**src/rtl/mutual_cmp_pkg.sv**
```systemverilog
package mutual_cmp_pkg;
  typedef enum logic [1:0] {
    VOTE_ZERO = 2'd0,
    VOTE_ONE  = 2'd1,
    VOTE_TIE  = 2'd2
  } vote_e;
endpackage

```
**src/rtl/mc_bit_vote.sv**
```systemverilog
module mc_bit_vote
  import mutual_cmp_pkg::*;
#(
  parameter int N_ARR = 4
) (
  input  logic [N_ARR-1:0] col_i,
  output logic [N_ARR-1:0] dev_o,
  output vote_e            vote_o
);
  localparam int CNT_W = $clog2(N_ARR + 1);
  localparam logic [CNT_W-1:0] HALF_C = CNT_W'(N_ARR / 2);
  localparam logic [CNT_W-1:0] N_C    = CNT_W'(N_ARR);

  logic [CNT_W-1:0] ones;
  logic [CNT_W-1:0] zeros;

  always_comb begin
    ones = '0;
    for (int i = 0; i < N_ARR; i++) ones = ones + CNT_W'(col_i[i]);
    zeros = N_C - ones;
  end

  always_comb begin
    if (ones > HALF_C)       vote_o = VOTE_ONE;
    else if (zeros > HALF_C) vote_o = VOTE_ZERO;
    else                     vote_o = VOTE_TIE;
  end

  always_comb begin
    for (int i = 0; i < N_ARR; i++) begin
      dev_o[i] = ((vote_o == VOTE_ONE) && !col_i[i]) ||
                 ((vote_o == VOTE_ZERO) && col_i[i]);
    end
  end
endmodule

```
**src/rtl/mc_flag_reg.sv**
```systemverilog
module mc_flag_reg #(
  parameter int N_ARR = 4
) (
  input  logic             clk_i,
  input  logic             rst_ni,
  input  logic             cmp_en_i,
  input  logic             clr_i,
  input  logic [N_ARR-1:0] dev_i,
  input  logic             tie_i,
  output logic [N_ARR-1:0] err_o,
  output logic             amb_o
);
  always_ff @(posedge clk_i or negedge rst_ni) begin
    if (!rst_ni) begin
      err_o <= '0;
      amb_o <= 1'b0;
    end else if (clr_i) begin
      err_o <= '0;
      amb_o <= 1'b0;
    end else if (cmp_en_i) begin
      err_o <= err_o | dev_i;
      amb_o <= amb_o | tie_i;
    end
  end

  AST_CLR_EMPTIES: assert property (@(posedge clk_i) disable iff (!rst_ni)
    clr_i |=> (err_o == '0) && !amb_o);

  AST_FLAGS_STICKY: assert property (@(posedge clk_i) disable iff (!rst_ni)
    !clr_i |=> ((err_o & $past(err_o)) == $past(err_o)) && ($past(amb_o) -> amb_o));

  AST_IDLE_HOLD: assert property (@(posedge clk_i) disable iff (!rst_ni)
    (!clr_i && !cmp_en_i) |=> $stable(err_o) && $stable(amb_o));
endmodule

```
**src/rtl/mutual_cmp.sv**
```systemverilog
module mutual_cmp
  import mutual_cmp_pkg::*;
#(
  parameter int N_ARR  = 4,
  parameter int DATA_W = 8
) (
  input  logic                    clk_i,
  input  logic                    rst_ni,
  input  logic [N_ARR*DATA_W-1:0] rd_data_i,
  input  logic                    cmp_en_i,
  input  logic                    clr_i,
  output logic [N_ARR-1:0]        arr_err_o,
  output logic                    amb_o,
  output logic                    fail_o
);
  logic [N_ARR-1:0] col     [DATA_W];
  logic [N_ARR-1:0] dev_bit [DATA_W];
  vote_e            vote    [DATA_W];
  logic [N_ARR-1:0] dev_any;
  logic             tie_any;
  logic             all_eq;

  for (genvar b = 0; b < DATA_W; b++) begin : g_bit
    for (genvar a = 0; a < N_ARR; a++) begin : g_arr
      assign col[b][a] = rd_data_i[a*DATA_W + b];
    end
    mc_bit_vote #(.N_ARR(N_ARR)) u_vote (
      .col_i  (col[b]),
      .dev_o  (dev_bit[b]),
      .vote_o (vote[b])
    );
  end

  always_comb begin
    dev_any = '0;
    tie_any = 1'b0;
    for (int b = 0; b < DATA_W; b++) begin
      dev_any = dev_any | dev_bit[b];
      tie_any = tie_any | (vote[b] == VOTE_TIE);
    end
  end

  mc_flag_reg #(.N_ARR(N_ARR)) u_flags (
    .clk_i    (clk_i),
    .rst_ni   (rst_ni),
    .cmp_en_i (cmp_en_i),
    .clr_i    (clr_i),
    .dev_i    (dev_any),
    .tie_i    (tie_any),
    .err_o    (arr_err_o),
    .amb_o    (amb_o)
  );

  assign fail_o = (|arr_err_o) | amb_o;

  // all arrays agree: used only by the agreement check below
  always_comb begin
    all_eq = 1'b1;
    for (int a = 1; a < N_ARR; a++)
      if (rd_data_i[a*DATA_W +: DATA_W] != rd_data_i[0 +: DATA_W]) all_eq = 1'b0;
  end

  AST_AGREE_NO_FLAG: assert property (@(posedge clk_i) disable iff (!rst_ni)
    (cmp_en_i && !clr_i && all_eq) |=> $stable(arr_err_o) && $stable(amb_o));

  AST_FAIL_SET_ON_FLAG: assert property (@(posedge clk_i) disable iff (!rst_ni)
    $rose(amb_o) |-> fail_o);
endmodule

```
**config.mk**
```make
export PLATFORM = sky130hd
export DESIGN_NAME = mutual_cmp
export DESIGN_NICKNAME = d
export VERILOG_FILES = /design/src/rtl/mutual_cmp_pkg.sv /design/src/rtl/mc_bit_vote.sv /design/src/rtl/mc_flag_reg.sv /design/src/rtl/mutual_cmp.sv
export SDC_FILE = /design/constraint.sdc
export NUM_CORES = 1
export LEC_CHECK = 0
export BUFFER_PORTS_ARGS = -buffer_cell sky130_fd_sc_hd__buf_2
export CORE_UTILIZATION = 54
export CTS_BUF_LIST = sky130_fd_sc_hd__clkbuf_4
export DETAILED_ROUTE_END_ITERATION = 10
export PLACE_DENSITY = 0.91
export SLEW_MARGIN = 30
export SYNTH_ARGS = -nofsm -noshare
export SYNTH_HDL_FRONTEND = slang
export SYNTH_SLANG_ARGS = --single-unit
```
**constraint.sdc**
```tcl
create_clock -name clk_i -period 2.3 [get_ports clk_i]
set_input_delay 0.46 -clock clk_i [delete_from_list [all_inputs] [get_ports clk_i]]
set_output_delay 0.46 -clock clk_i [all_outputs]
set_load 0.01 [all_outputs]
```
==> impl_metrics.py, run 1 <==
metrics = {
    "clocking": {
        "cts_buffers": 3,
        "ctsHoldBuffers": 0,
        "clock_path_buffers": 2,
        "clock_sinks": 5,
        "cts-root-buf": "clkbuf_4",
        "htreeDepth": 1,
    },
    "place": {
        "dp_hpwl_mm": 4.191,
        "place.port_buffers": 41,
        "place.gp.congestion": 0.9398,
    },
    "synth": {
        "synth.most_common_cell": "inv_1",
        "synth_nets": 278,
        "yosys-top-cells-count": "inv_1, ha_1, fa_1",
        "synth_top_area_share_pct": 26.55,
        "yosys.cell_types.count": 36,
        "syn_inst": 190,
        "syn_area_per_cell_sq_um": 8.930,
        "yosys_register_bits": 5,
        "syn_area_sq_um": 1697,
        "ys_top_cells_by_area": "ha_1, fa_1, inv_1, dfrtp_1, mux2i_1",
        "synth_edf_count": 0,
        "synth_top_cell_by_area": "ha_1",
        "synth_top_flop_cell": "dfrtp_1",
        "ys.warnings.count": 0,
        "async_flop_share_pct": 100.0,
        "yosysSeqAreaShare_pct": 7.375,
    },
    "global_routing": {
        "grt_max_degree": 6,
        "gr-total-overflow": 163,
        "grtUsageTotal_pct": 82.00,
    },
    "status": {
        "haltStage": "global routing (5_1_grt)",
        "error_line": "[ERROR GRT-0232] Routing congestion too high. Check the congestion heatmap in the GUI.",
        "status": "aborted with a tool error",
    },
    "die": {
        "initial_utilization_pct": 58.98,
        "ios": 42,
        "std_cell_rows": 19,
        "die_w_um": 58.05,
        "die_h_um": 58.05,
    },
    "timing": {
        "endpoint_type": "register input",
        "worst_endpoint": "u_flags.err_o[2]$_DFFE_PN0P_/D",
    },
}
-- logic make-up after synthesis --
group,synth area share [%]
fa+ha+maj,45.43
buf+inv,9.144
simple gates,10.77
compound gates,15.19
mux,7.965
xor+xnor,4.130
flops,7.375
-- metal layers --
metal / track usage, % / GRT overflow
met2: 111.7 / 111
met1: 77.17 / 0
met3: 48.88 / 0
met4: 100.3 / 52
met5: 0 / 0
-- metrics by stage --
step	instance area (sq um)	setup slack [ns]	TNS, ns	utilization [%]	cells
global placement	2414	-0.5271	-2.188	83.91	323
CTS	2675	-0.3469	-1.114	93.00	333
floorplan	1778	-0.4245	-0.9681	-	190
detailed placement	2414	-0.7326	-2.691	83.91	323
-- timing repair --
item / in CTS
setup endpoints to repair: 5
gates resized for setup: 36
gates cloned: 0
setup buffers: 6
pin swaps: 19
==> run 2: changes to the inputs <==
Settings changed: CORE_UTILIZATION 54 to 39, CTS_BUF_LIST sky130_fd_sc_hd__clkbuf_4 to not set, PLACE_DENSITY 0.91 to not set, PLACE_DENSITY_LB_ADDON set to 0.15.
==> run 2 against run 1 <==
The flow now finishes, with violations (negative setup slack). Synthesized cell count is the same. Area after synthesis did not move.
==> impl_metrics.py, run 2 <==
metrics = {
    "status": {
        "status": "finished with violations",
        "violations": "negative setup slack",
    },
    "cells_and_area": {
        "regMostFlops": "u_flags.err_o",
        "mostFrequentLayoutCells": "buf_4, buf_2, inv_1, ha_1, mux2i_1",
        "fillers": 364,
        "fin_util_pct": 66.47,
        "reg.largest.list": "u_flags.err_o x4, u_flags.amb_o x1",
        "fin_nets": 376,
        "areaGrowthSynthToFinish_pct": 60.10,
        "drive_above_1_share_pct": 51.92,
        "diodes": 0,
        "largest_reg_flops": 4,
        "layout_commonest_cell": "buf_4",
    },
    "synth": {
        "synth_top_area_share_pct": 26.55,
        "synth.most_common_cell": "inv_1",
        "synth_edf_count": 0,
        "syn_inst": 190,
        "ys.warnings.count": 0,
        "yosys.cell_types.count": 36,
        "synth_top_cell_by_area": "ha_1",
        "yosys_register_bits": 5,
        "yosys-top-cells-count": "inv_1, ha_1, fa_1",
        "synth_nets": 278,
        "syn_area_per_cell_sq_um": 8.930,
        "synth_top_flop_cell": "dfrtp_1",
        "ys_top_cells_by_area": "ha_1, fa_1, inv_1, dfrtp_1, mux2i_1",
        "syn_area_sq_um": 1697,
        "async_flop_share_pct": 100.0,
        "yosysSeqAreaShare_pct": 7.375,
    },
    "drt": {
        "wl_per_cell_um": 12.04,
        "drcViolationCount": 0,
        "dr.pass1.iters": 4,
        "drtAntennaViolNets": 0,
        "vias_per_cell": 4.911,
        "wirelength_mm": 4.056,
        "drt_iter0_markers": 52,
        "vias": 1655,
    },
    "clocking": {
        "cts_tree": "built",
        "clkSlewWorstSetupHoldPaths_ns": 0.04,
        "cts_buffers": 3,
        "clock_sinks": 5,
        "clock_path_buffers": 2,
        "ctsHoldBuffers": 0,
        "clk_latency_ns": 0.23,
        "cts-root-buf": "clkbuf_8",
        "htreeDepth": 1,
    },
    "critical_path": {
        "worst-path-buf-inv": 3,
        "worstPathRequired_ns": 2.40,
        "cp_slowest_cell": "fa_1",
        "crit_top_cell": "inv_1",
        "worstSetupStartpoint": "rd_data_i[14]",
        "critPathCaptureType": "register",
        "crit_fanout": 5,
        "worstPathArrival_ns": 2.72,
        "crit_path_cell_trace": "buf_2, ha_1, inv_1, fa_1, inv_1, fa_2, mux2i_1, o2111ai_1, a2111oi_4, a211oi_2",
        "r2r_start": "u_flags.err_o[2]$_DFFE_PN0P_",
        "crit_path_start_kind": "input port",
        "crit_path_max_incr_delay_ns": 0.52,
        "cpLargestDelayFamily": "adder cells",
        "path_class": "input port to register",
    },
    "place": {
        "dp_slack_ns": -0.5730,
        "place.port_buffers": 41,
        "dp_hpwl_mm": 3.463,
        "place.gp.congestion": 0.8585,
    },
    "global_routing": {
        "grt_pass1_wl_mm": 6.651,
        "grt_pass1_vias": 1574,
        "grtUsageTotal_pct": 19.05,
        "grtUsageMet2_pct": 32.60,
        "gr-total-overflow": 0,
        "top_usage_layer": "met2",
        "global_route.usage.met1_pct": 25.03,
        "antenna_found_initial": 0,
        "grt_max_degree": 6,
        "use_met3_pct": 3.500,
    },
    "pwr": {
        "power_w": 0.001248,
        "power_density_nw_per_um2": 459.4,
        "ir_drop_mv": 0.2056,
        "p_leak_nw": 1.366,
    },
    "timing": {
        "final.setup.worst_slack_ns": -0.3204,
        "max_freq_mhz": 381.6,
        "worst_pin_slew_ns": 0.3972,
        "relSlewSlack_pct": 73.24,
        "fin_crit_sh_pct": 113.9,
        "setup_violations": 5,
        "period_minus_slack_ns": 2.620,
        "hold_viol": 0,
        "slew_viol_final": 0,
        "fin_tns_setup_ns": -1.016,
        "rsz0062_at_grt": "yes",
        "fin_skew_ns": 0,
    },
    "die": {
        "die_w_um": 67.96,
        "die_area_sq_um": 4618,
        "core_area_sq_um": 4086,
        "std_cell_rows": 23,
        "initial_utilization_pct": 41.52,
        "die_h_um": 67.96,
        "ios": 42,
    },
    "flow_run": {
        "drv_cap": 0,
    },
    "worst_hold_path": {
        "min_path_type": "input port to async pin",
    },
}
==> run 2: cell families (layout without fill, tap and decap cells) <==
| family | after synthesis | count (layout) | share of synthesized area [%] |
|---|---|---|---|
| buffers and inverters | 41 | 138 | 9.144 |
| adder cells (fa/ha/maj) | 52 | 52 | 45.43 |
| AND/OR/NAND/NOR | 37 | 37 | 10.77 |
| XOR/XNOR | 8 | 8 | 4.130 |
| flip-flops | 5 | 5 | 7.375 |
| AO/OA/AOI/OAI | 34 | 34 | 15.19 |
| multiplexers | 13 | 13 | 7.965 |
==> run 2: cell type report <==
type,count,area (sq um),area share (%)
multi-input combinational,144,1705,62.78
timing repair buffer,94,626.9,23.08
inverter,40,150.1,5.527
sequential,5,125.1,4.606
tap,50,62.56,2.303
clock buffer,3,41.29,1.520
clock inverter,1,5.005,0.1842
==> run 2: worst paths after layout <==
check	cells after the start	slack [ns]	to
min	1	0.04	u_flags.err_o[3]$_DFFE_PN0P_
min in group clk_i	2	0.49	u_flags.err_o[3]$_DFFE_PN0P_
max in group asynchronous	1	2.13	u_flags.amb_o$_DFFE_PN0P_
max reg2reg	3	1.01	u_flags.err_o[2]$_DFFE_PN0P_
min reg2reg	2	0.64	u_flags.err_o[1]$_DFFE_PN0P_
max	10	-0.32	u_flags.err_o[2]$_DFFE_PN0P_
==> run 2: worst reg2reg max path, cell delays in order, from the launching register on <==
cell       delay (ns)
dfrtp_1          0.43
or3_4            0.41
a2111oi_4        0.21
a211oi_2         0.11
==> run 2: per-layer routing <==
layer	wire [um]	up-vias
met2	1985	49
li1	-	836
met3	201	4
met5	0	-
met4	17	0
met1	1852	766
==> run 2: timing repair <==
| action | CTS | global route |
|---|---|---|
| resized for setup | 21 | 23 |
| buffers inserted | 2 | 0 |
| endpoints found under the setup margin | 5 | 5 |
| pin swaps | 15 | 10 |
==> run 2: power by group <==
part / internal, W / total [W] / switching [W]
combinational: 0.000501 / 0.000969 / 0.000468
clock: 0.000117 / 0.000169 / 0.0000519
sequential: 0.0000975 / 0.000110 / 0.0000125
==> run 2: through the flow <==
step	std cells	hold slack, ns	area (sq um)
global placement	331	0.2852	2424
finish	337	0.03987	2716
global route	337	0.04125	2716
floorplan	190	0.1644	1778
detailed placement	331	0.2811	2424
CTS	337	0.03993	2606
(Power assumes the default switching activity.)
